===== src/rtl/i2c_as_pkg.sv =====
// Package: shared constants and configuration type for the I2C slave
// address-match status unit. Assumes byte-wide I2C transfers.
package i2c_as_pkg;
    localparam int BYTE_W    = 8;
    localparam int LRB_POS   = 0;
    localparam int GC_POS    = 1;
    localparam int MATCH_POS = 2;

    // Static configuration bundle; the enable is consumed separately.
    typedef struct packed {
        logic free_fmt;
        logic ten_bit;
    } i2c_as_cfg_t;
endpackage


===== src/rtl/i2c_as_sync.sv =====
// Module: multi-stage synchronizer for asynchronous bus lines.
// Assumes the lines are idle-high, so every stage resets to RST_VAL.
module i2c_as_sync #(
    parameter int            STAGES  = 2,
    parameter int            W       = 2,
    parameter logic [W-1:0]  RST_VAL = '1
) (
    input  logic         clk,
    input  logic         rst_n,
    input  logic [W-1:0] d,
    output logic [W-1:0] q
);
    logic [STAGES-1:0][W-1:0] stg;

    // Shift the raw lines through the flop chain.
    always_ff @(posedge clk) begin
        if (!rst_n) begin
            for (int i = 0; i < STAGES; i++) stg[i] <= RST_VAL;
        end else begin
            stg[0] <= d;
            for (int i = 1; i < STAGES; i++) stg[i] <= stg[i-1];
        end
    end

    assign q = stg[STAGES-1];
endmodule


===== src/rtl/i2c_as_cond.sv =====
// Module: bus condition detector. From synchronized SCL/SDA it flags
// START, STOP and SCL rising edges for one cycle each. Assumes the
// inputs have already been synchronized. All events are gated by enable.
module i2c_as_cond (
    input  logic clk,
    input  logic rst_n,
    input  logic enable,
    input  logic scl_s,
    input  logic sda_s,
    output logic start_ev,
    output logic stop_ev,
    output logic rise_ev
);
    logic scl_q, sda_q;
    logic scl_held;

    // Keep the previous synchronized sample of both lines.
    always_ff @(posedge clk) begin
        if (!rst_n) begin
            scl_q <= 1'b1;
            sda_q <= 1'b1;
        end else begin
            scl_q <= scl_s;
            sda_q <= sda_s;
        end
    end

    // Decode conditions from the current and previous samples.
    always_comb begin
        scl_held = scl_s && scl_q;
        start_ev = enable && scl_held && sda_q && !sda_s;
        stop_ev  = enable && scl_held && !sda_q && sda_s;
        rise_ev  = enable && scl_s && !scl_q;
    end
endmodule


===== src/rtl/i2c_as_rx.sv =====
// Module: transfer tracker. It counts data bits after a START, shifts
// them in MSB first, and marks the last data bit and the acknowledge
// clock. It also tracks whether the current byte is the first after a
// START. Assumes bit_count selects BYTE_W - bit_count data bits.
module i2c_as_rx #(
    parameter int BYTE_W = 8,
    localparam int SEL_W = $clog2(BYTE_W),
    localparam int CNT_W = $clog2(BYTE_W + 1)
) (
    input  logic              clk,
    input  logic              rst_n,
    input  logic              enable,
    input  logic              start_ev,
    input  logic              stop_ev,
    input  logic              rise_ev,
    input  logic              sda_s,
    input  logic [SEL_W-1:0]  bit_count,
    output logic              last_ev,
    output logic              ack_ev,
    output logic              first_byte,
    output logic [BYTE_W-1:0] rx_byte
);
    logic              active;
    logic [CNT_W-1:0]  cnt;
    logic [CNT_W-1:0]  nbits;
    logic [BYTE_W-1:0] shreg;
    logic              data_ev;

    // Decode the bit position of the current SCL rising edge.
    always_comb begin
        nbits   = CNT_W'(BYTE_W) - CNT_W'(bit_count);
        data_ev = active && rise_ev && (cnt < nbits);
        last_ev = data_ev && (cnt == nbits - CNT_W'(1));
        ack_ev  = active && rise_ev && (cnt >= nbits);
        rx_byte = {shreg[BYTE_W-2:0], sda_s};
    end

    // Advance the transfer state on bus events.
    always_ff @(posedge clk) begin
        if (!rst_n || !enable) begin
            active     <= 1'b0;
            cnt        <= '0;
            first_byte <= 1'b0;
            shreg      <= '0;
        end else if (start_ev) begin
            active     <= 1'b1;
            cnt        <= '0;
            first_byte <= 1'b1;
            shreg      <= '0;
        end else if (stop_ev) begin
            active     <= 1'b0;
        end else if (data_ev) begin
            shreg      <= rx_byte;
            cnt        <= cnt + CNT_W'(1);
        end else if (ack_ev) begin
            cnt        <= '0;
            first_byte <= 1'b0;
        end
    end

    // a START arms a fresh first byte.
    a_r1_start_arms: assert property (@(posedge clk) disable iff (!rst_n)
        (start_ev && enable) |=> (active && first_byte && cnt == '0));

    // the bit counter never runs past a full byte.
    a_r9_cnt_range: assert property (@(posedge clk) disable iff (!rst_n)
        cnt <= CNT_W'(BYTE_W));
endmodule


===== src/rtl/i2c_as_flags.sv =====
// Module: status flag keeper. It compares the first byte after a START
// with the own address, and holds the last-bit, general-call and match
// flags. Assumes last_ev and ack_ev are single-cycle and never coincide.
module i2c_as_flags
    import i2c_as_pkg::*;
#(
    parameter int BYTE_W = 8
) (
    input  logic              clk,
    input  logic              rst_n,
    input  i2c_as_cfg_t       cfg,
    input  logic [BYTE_W-1:0] own_addr,
    input  logic              start_ev,
    input  logic              stop_ev,
    input  logic              last_ev,
    input  logic              ack_ev,
    input  logic              first_byte,
    input  logic [BYTE_W-1:0] rx_byte,
    input  logic              sda_s,
    input  logic              dsr_write,
    output logic              lrb,
    output logic              gc,
    output logic              match
);
    logic compare_ev, is_gc, hit;

    // Address comparison on the last bit of the first byte.
    always_comb begin
        compare_ev = last_ev && first_byte && !cfg.free_fmt;
        is_gc      = (rx_byte == '0);
        if (cfg.ten_bit) hit = (rx_byte == own_addr);
        else             hit = (rx_byte[BYTE_W-1:1] == own_addr[BYTE_W-1:1]) || is_gc;
    end

    // Last received bit: data bit or acknowledge level; strobe clears.
    always_ff @(posedge clk) begin
        if (!rst_n)                lrb <= 1'b0;
        else if (last_ev || ack_ev) lrb <= sda_s;
        else if (dsr_write)        lrb <= 1'b0;
    end

    // General call flag: set by an all-zero first byte, cleared by conditions.
    always_ff @(posedge clk) begin
        if (!rst_n)                    gc <= 1'b0;
        else if (start_ev || stop_ev)  gc <= 1'b0;
        else if (compare_ev && is_gc)  gc <= 1'b1;
    end

    // Match flag: set on a matching first byte, cleared by the strobe.
    always_ff @(posedge clk) begin
        if (!rst_n)                  match <= 1'b0;
        else if (compare_ev && hit)  match <= 1'b1;
        else if (dsr_write)          match <= 1'b0;
    end

    // START or STOP leaves the general-call flag clear.
    a_r5_gc_clear: assert property (@(posedge clk) disable iff (!rst_n)
        (start_ev || stop_ev) |=> !gc);

    // a strobe with no competing update clears the last-bit flag.
    a_r8_write_clears: assert property (@(posedge clk) disable iff (!rst_n)
        (dsr_write && !last_ev && !ack_ev) |=> !lrb);

    // in free-data format no compare may set the match flag.
    a_r10_free_no_match: assert property (@(posedge clk) disable iff (!rst_n)
        (cfg.free_fmt && !match) |=> !match);
endmodule


===== src/rtl/i2c_addr_status.sv =====
// Module: top of the I2C slave address-match status unit. It wires
// the synchronizer, condition detector, transfer tracker and flag
// keeper together. Assumes configuration is static during a transfer.
module i2c_addr_status
    import i2c_as_pkg::*;
#(
    parameter int SYNC_STAGES = 2
) (
    input  logic                      clk,
    input  logic                      rst_n,
    input  logic                      scl_in,
    input  logic                      sda_in,
    input  logic                      cfg_enable,
    input  logic                      cfg_free_fmt,
    input  logic                      cfg_ten_bit,
    input  logic [$clog2(BYTE_W)-1:0] cfg_bit_count,
    input  logic [BYTE_W-1:0]         own_addr,
    input  logic                      dsr_write,
    output logic [BYTE_W-1:0]         status
);
    logic [1:0]        lines_s;
    logic              start_ev, stop_ev, rise_ev;
    logic              last_ev, ack_ev, first_byte;
    logic [BYTE_W-1:0] rx_byte;
    logic              lrb, gc, match;
    i2c_as_cfg_t       cfg;

    assign cfg = '{free_fmt: cfg_free_fmt, ten_bit: cfg_ten_bit};

    i2c_as_sync #(.STAGES(SYNC_STAGES), .W(2), .RST_VAL(2'b11)) i_sync (
        .clk (clk), .rst_n (rst_n), .d ({scl_in, sda_in}), .q (lines_s)
    );

    i2c_as_cond i_cond (
        .clk (clk), .rst_n (rst_n), .enable (cfg_enable),
        .scl_s (lines_s[1]), .sda_s (lines_s[0]),
        .start_ev (start_ev), .stop_ev (stop_ev), .rise_ev (rise_ev)
    );

    i2c_as_rx #(.BYTE_W(BYTE_W)) i_rx (
        .clk (clk), .rst_n (rst_n), .enable (cfg_enable),
        .start_ev (start_ev), .stop_ev (stop_ev), .rise_ev (rise_ev),
        .sda_s (lines_s[0]), .bit_count (cfg_bit_count),
        .last_ev (last_ev), .ack_ev (ack_ev),
        .first_byte (first_byte), .rx_byte (rx_byte)
    );

    i2c_as_flags #(.BYTE_W(BYTE_W)) i_flags (
        .clk (clk), .rst_n (rst_n), .cfg (cfg), .own_addr (own_addr),
        .start_ev (start_ev), .stop_ev (stop_ev),
        .last_ev (last_ev), .ack_ev (ack_ev), .first_byte (first_byte),
        .rx_byte (rx_byte), .sda_s (lines_s[0]), .dsr_write (dsr_write),
        .lrb (lrb), .gc (gc), .match (match)
    );

    // Assemble the status word; unused bits read zero.
    always_comb begin
        status            = '0;
        status[LRB_POS]   = lrb;
        status[GC_POS]    = gc;
        status[MATCH_POS] = match;
    end

    // while disabled and not strobed, the status word holds.
    a_r11_disabled_hold: assert property (@(posedge clk) disable iff (!rst_n)
        (!cfg_enable && !dsr_write) |=> $stable(status));
endmodule


===== config.mk =====
export PLATFORM = sky130hd
export DESIGN_NAME = i2c_addr_status
export DESIGN_NICKNAME = d
export VERILOG_FILES = /design/src/rtl/i2c_as_pkg.sv /design/src/rtl/i2c_as_sync.sv /design/src/rtl/i2c_as_cond.sv /design/src/rtl/i2c_as_rx.sv /design/src/rtl/i2c_as_flags.sv /design/src/rtl/i2c_addr_status.sv
export SDC_FILE = /design/constraint.sdc
export NUM_CORES = 1
export LEC_CHECK = 0
export ABC_AREA = 1
export BUFFER_PORTS_ARGS = -buffer_cell sky130_fd_sc_hd__buf_2
export CAP_MARGIN = 20
export CORE_ASPECT_RATIO = 0.8
export CORE_UTILIZATION = 40
export CTS_CLUSTER_SIZE = 8
export DETAILED_ROUTE_END_ITERATION = 7
export GPL_TIMING_DRIVEN = 0
export PLACE_DENSITY_LB_ADDON = 0.08
export SLEW_MARGIN = 20
export SYNTH_ARGS = -nofsm -noshare
export SYNTH_HDL_FRONTEND = slang
export SYNTH_HIERARCHICAL = 1
export SYNTH_SLANG_ARGS = --single-unit

===== constraint.sdc =====
create_clock -name clk -period 2.1 [get_ports clk]
set_input_delay 0.21 -clock clk [delete_from_list [all_inputs] [get_ports clk]]
set_output_delay 0.21 -clock clk [all_outputs]
set_load 0.05 [all_outputs]

* After elaboration in Yosys (flattened, before gate mapping)
Cells that the tools add are included.
** Cells by class
- Equality and inequality tests :: 5
- Reduce and logical (&&, ||, !) cells :: 37
- Muxes and demuxes :: 12
- Bitwise gates (word level) :: 2
- Order comparisons :: 2
- Add/subtract/negate cells :: 3
** Operator list (number)
- logical AND 1 bit :: 16
- two-way mux 1 bit :: 10
- nonzero test 2 bit :: 5
- equality test 8 bit :: 1
- logical NOT 8 bit :: 1
- two-way mux 4 bit :: 2
- equality test 7 bit :: 1
- logical NOT 1 bit :: 6
- adder 4 x 1 -> 4 bit (second input constant) :: 1
- equality test 4 bit :: 1
- greater-or-equal comparator 4 bit :: 1
- logical OR 1 bit :: 4
- < comparator 4 bit :: 1
- inequality test 2 x 1 -> 1 bit (second input constant) :: 2
- AND reduction 2 bit :: 2
- OR reduction 2 bit :: 2
- subtractor 4 x 1 -> 4 bit (second input constant) :: 1
- subtractor 4 x 3 -> 4 bit (first input constant) :: 1
- AND reduction 3 bit :: 1
- inverter 1 bit :: 2
** Word-level totals
- Word-level logic and storage cells :: 72
- Input port bits :: 19
- Register bits after elaboration :: 22

* Logic depth before layout (Yosys ltp)
- Depth after elaboration :: 9
- Gate-level depth with buffers :: 17
- Gate-level depth less buffers :: 17

* Cells and area by module
Netlist, hierarchy kept.
** Modules (own cells, without submodules)
- i2c_as_rx :: instances 1, sequential area each 260.2 µm², area an instance 840.8 µm², cells an instance 129
- i2c_as_flags :: instances 1, sequential area each 60.1 µm², area an instance 331.6 µm², cells an instance 65
- i2c_as_sync :: instances 1, sequential area each 80.1 µm², area an instance 125.1 µm², cells an instance 14
- i2c_as_cond :: instances 1, sequential area each 40.0 µm², area an instance 86.3 µm², cells an instance 14
- i2c_addr_status :: instances 1, sequential area each 0.0 µm², area an instance 63.8 µm², cells an instance 9

* Worst setup path after synthesis
OpenSTA, ideal clock, no wires.
- Path kind :: input to register
- Start :: input cfg_bit_count[2]
- End :: register i_flags.match
- Path buffers :: 0
- Data arrival time :: 1.821 ns
- Setup slack :: 0.213 ns
- Stages on the path :: 14
- Setup time :: 0.066 ns
- Cell sequence :: nor3_1 > inv_1 > ha_1 > inv_1 > o21bai_2 > inv_2 > nand2_1 > nor3_1 > nand2_1 > nor2_1 > o21ai_0 > inv_1 > nand2_1 > a21oi_2
** On the way
- Cells in the longest elaborated chain, start to end :: 8
** RTL lines
- start, declared :: line i2c_addr_status.sv:16 : input logic [$clog2(BYTE_W)-1:0] cfg_bit_count,
- subtractor 4 x 3 -> 4 bit * :: line i2c_as_rx.sv:31 : nbits = CNT_W'(BYTE_W) - CNT_W'(bit_count);
- subtractor 4 x 1 -> 4 bit or < comparator 4 bit (tied branches) :: line i2c_as_rx.sv:33, i2c_as_rx.sv:32
- equality test 4 bit or logical AND 1 bit (tied branches) :: line i2c_as_rx.sv:33, i2c_as_rx.sv:32
- logical AND 1 bit * :: line i2c_as_rx.sv:33 : last_ev = data_ev && (cnt == nbits - CNT_W'(1));
- via last_ev :: line i2c_addr_status.sv:23 : logic last_ev, ack_ev, first_byte;
- logical AND 1 bit * (2 in a row) :: line i2c_as_flags.sv:29 : compare_ev = last_ev && first_byte && !cfg.free_fmt;
- logical AND 1 bit * :: line i2c_as_flags.sv:52 : else if (compare_ev && hit) match <= 1'b1;
- two-way mux 1 bit or nonzero test 2 bit (tied branches)
- end signal, assigned :: line i2c_as_flags.sv:51 : if (!rst_n) match <= 1'b0;
- end signal, assigned :: line i2c_as_flags.sv:52
- end signal, assigned :: line i2c_as_flags.sv:53 : else if (dsr_write) match <= 1'b0;
- end, declared :: line i2c_as_flags.sv:23 : output logic match
Mark *: on every way through the listed nets, which the timed path passes. The rest lies on a longest branch.
A chain may end at the register's enable or synchronous reset.

* Worst setup path in the final report
Ends and elaborated chain as after synthesis.

==> implementation parameters <==
Parameter                              Value

Hold path
  Type of the tightest min-delay check    input port to flop

Setup path
  Delay of the slowest critical-path stage    0.32 ns
  Setup crit end kind    flop
  Critical path's slowest cell    ha_1
  Data required time at the worst endpoint    2.30 ns
  Launching element type of the critical path    input port
  Critical path type    input port to flop
  Crit path cell chain    buf_2, nor3_2, inv_1, ha_1, inv_1, o21bai_2, inv_2, nand2_1, nor3_4, nand2_1, nor2_1, o21ai_0, inv_1, nand2_1, a21oi_2
  Top fanout value on the critical path    5
  Data arrival, critical path    2.11 ns

Power and ir drop
  Fraction of power consumed by combinational cells    13.0%
  Relative contribution of the clock network to total power    41.6%
  Leakage    0.949 nW
  Maximum resistive drop on vdd    0.000426 V
  Switching Share    22.6%
  Part of the total power dissipated in sequential elements    45.4%
  Pwr Density    546 mW/mm2
  Total power    0.932 mW
  Internal Power    0.722 mW
  Switching power    0.210 mW

Synth
  Cell area after technology mapping    0.00145 mm2
  Fraction of post-synthesis cell area in the top cell type by area    30.4%
  Synth warn    6
  Number of enable-type register cells in the synthesized netlist    0
  Leading register cell type out of synthesis    dfxtp_1
  Average size of a mapped cell    6.27 um2
  Cell count after synthesis    231
  Portion of the post-synthesis area used by sequential elements    30.4%
  Register bit count reported by yosys    22
  Number of unique standard cell types used by synthesis    30
  Dominant cell type by area after synthesis    dfxtp_1
  Most frequent cells after synthesis    62 x nand2_1, 47 x inv_1, 33 x nor2_1
  Most instantiated library cell after synthesis    nand2_1
  Cells taking the most area after synthesis    dfxtp_1 30%, nand2_1 16%, inv_1 12%
  Async set or reset register ratio after synthesis    0%

Die
  Starting density of the core    42.0%
  Die Footprint    0.00387 mm2
  Cell Rows    19
  Die extent in x    69.3 um
  DIE HEIGHT    55.8 um
  Placeable Area    0.00345 mm2
  Ports placed on the boundary    27

Finish
  Share of final-layout standard cells stronger than drive strength 1    21.2%
  Post-layout nets    284
  Cell area after layout    0.00171 mm2
  Count of inserted antenna diode cells    0
  Number of filler cells placed in the layout    354
  Area growth from synthesis to layout    18.0%

Job
  Max-capacitance violation count    0

Routing
  Sum of routed wire length over all layers    2.67 mm
  WL per Instance    8.84 um
  First DRT Iteration DRCs    59
  Number of design rule violations left after detail routing    0
  Via density per instance    4.23
  Routed via count    1,278
  First-pass DRT Iterations    4
  Count of nets left with antenna violations after detail routing    0

Global route
  GRT Residual Overflow    0
  Global-route track usage on met2    21.5%
  GR Util met1    22.3%
  Wire length of the first global-routing pass    4.66 mm
  GR Layer Usage met3    4.35%
  Largest net degree at the start of global routing    14
  Most crowded layer after global routing    met1
  Via count of the first global-routing pass    1,097
  Initial antenna violation count    0
  GR Util All Layers    15.0%

Timing
  Worst Skew    0.00181 ns
  F_max    525 MHz
  Post-Route Setup TNS    0 ns
  Max-slew violations    0
  Final period util    90.7%
  # setup viols final    0
  Minimum clock period    1.90 ns
  Final count of hold timing violations    0

Clock tree
  Clock tree from TritonCTS    built
  Maximum buffer depth of the clock tree    2
  Cell chosen for the clock root    clkbuf_8
  Clk sink count    22
  Clock transition at the register clock pins on the worst setup and hold paths after CTS    0.08 ns
  Setup fix buffers added after clock tree synthesis    0
  Clock latency reported for the late side of the worst-skew pair    0.26 ns
  Number of levels the H-tree was split into    1
  TritonCTS buffer count    3

Placed design
  IO buf count    21
  Cell area reported after detailed placement    0.00162 mm2
  HPWL after detailed placement    2.16 mm
  Last weighted congestion value of the routability-driven placer    0.799

Run status
  Outcome    finished clean
## flip-flops by register name (all words and copies together) (netlist names)
register         cells
i_rx/first_byte      1
i_flags/gc           1
i_rx/shreg           7
i_sync/stg           2
i_rx/active          1
i_flags/match        1
i_cond/scl_q         1
i_flags/lrb          1
i_rx/cnt             4
i_sync/q             2
i_cond/sda_q         1
## cell type report
cell class / instances / area, um2 / area share (%)
Multi-Input combinational cell: 151 / 756 / 44.2
Sequential cell: 22 / 440 / 25.8
Inverter: 49 / 184 / 10.8
Timing Repair Buffer: 21 / 105 / 6.15
Buffer: 13 / 98.8 / 5.79
Tap cell: 42 / 52.6 / 3.08
Clock buffer: 3 / 41.3 / 2.42
Clock inverter: 1 / 30.0 / 1.76
## stage by stage
step | hold slack, ns | utilization, % | std cells | setup WS (ns)
after floorplan | 0.279 | - | 235 | 0.213
after global placement | 0.377 | 47.0 | 298 | -0.261
after detailed placement | 0.384 | 47.0 | 298 | -0.246
after CTS | 0.107 | 49.1 | 302 | 0.0217
after global routing | 0.112 | 49.5 | 302 | -0.0276
final | 0.114 | 49.5 | 302 | 0.196
## placed cells by master, fill, tap and decap left out, types with 2 or more instances in the layout
master,instances
a21oi_1,9
buf_2,22
buf_4,11
clkbuf_8,3
conb_1,5
dfxtp_1,22
ha_1,4
inv_1,47
inv_2,2
nand2_1,62
nand2_2,3
nand3_1,8
nand3_2,2
nand4_1,3
nor2_1,33
o21ai_0,6
## critical path: cells and delay by family
family | cells | cell delay [ns]
AO/OA/AOI/OAI | 3 | 0.29
adder cells (fa/ha/maj) | 1 | 0.32
buffers and inverters | 5 | 0.44
AND/OR/NAND/NOR | 6 | 0.84
## per-layer routing
metal  share of wire (%)  vias to the layer above
met5                   0                        -
met4                0.60                        0
met3                 3.4                        2
met2                  42                       17
met1                  54                      524
li1                    -                      735
## kinds of logic after synthesis
group | count (synthesis) | synth area share (%)
and+or+nand+nor | 121 | 37.5
other | 1 | 0.259
AOI/OAI and AO/OA | 19 | 7.61
xor gates and xnor gates | 2 | 1.21
adders and majority gates | 4 | 3.46
DFF | 22 | 30.4
buffers and inverters | 62 | 19.5
## path summary, 6_finish.rpt
kind                                 start                          to  slack, ns  depth (start not counted)
setup reg to reg  i_rx/cnt[3]$_SDFFE_PP0P_  i_flags/match$_SDFFE_PN0P_       0.21                         12
hold reg to reg   i_sync/stg[1]$_SDFF_PN1_      i_sync/q[1]$_SDFF_PN1_       0.41                          2
hold / removal                      scl_in    i_sync/stg[1]$_SDFF_PN1_       0.11                          3
setup / recovery          cfg_bit_count[2]  i_flags/match$_SDFFE_PN0P_       0.20                         15
## power by group through the flow
stage                     Combinational [mW]  Clock, mW  Sequential (mW)
after global routing                   0.136      0.420            0.424
after floorplan                       0.0862          0            0.433
after detailed placement               0.120          0            0.433
after CTS                              0.120      0.402            0.423
final                                  0.121      0.388            0.423
after global placement                 0.119          0            0.433
## what timing repair did
item	4_1_cts	5_1_grt
resized for setup	0	3
setup endpoints to repair	0	2
hold buffers	0	0
Note: power is estimated with default switching activity, not from simulation.
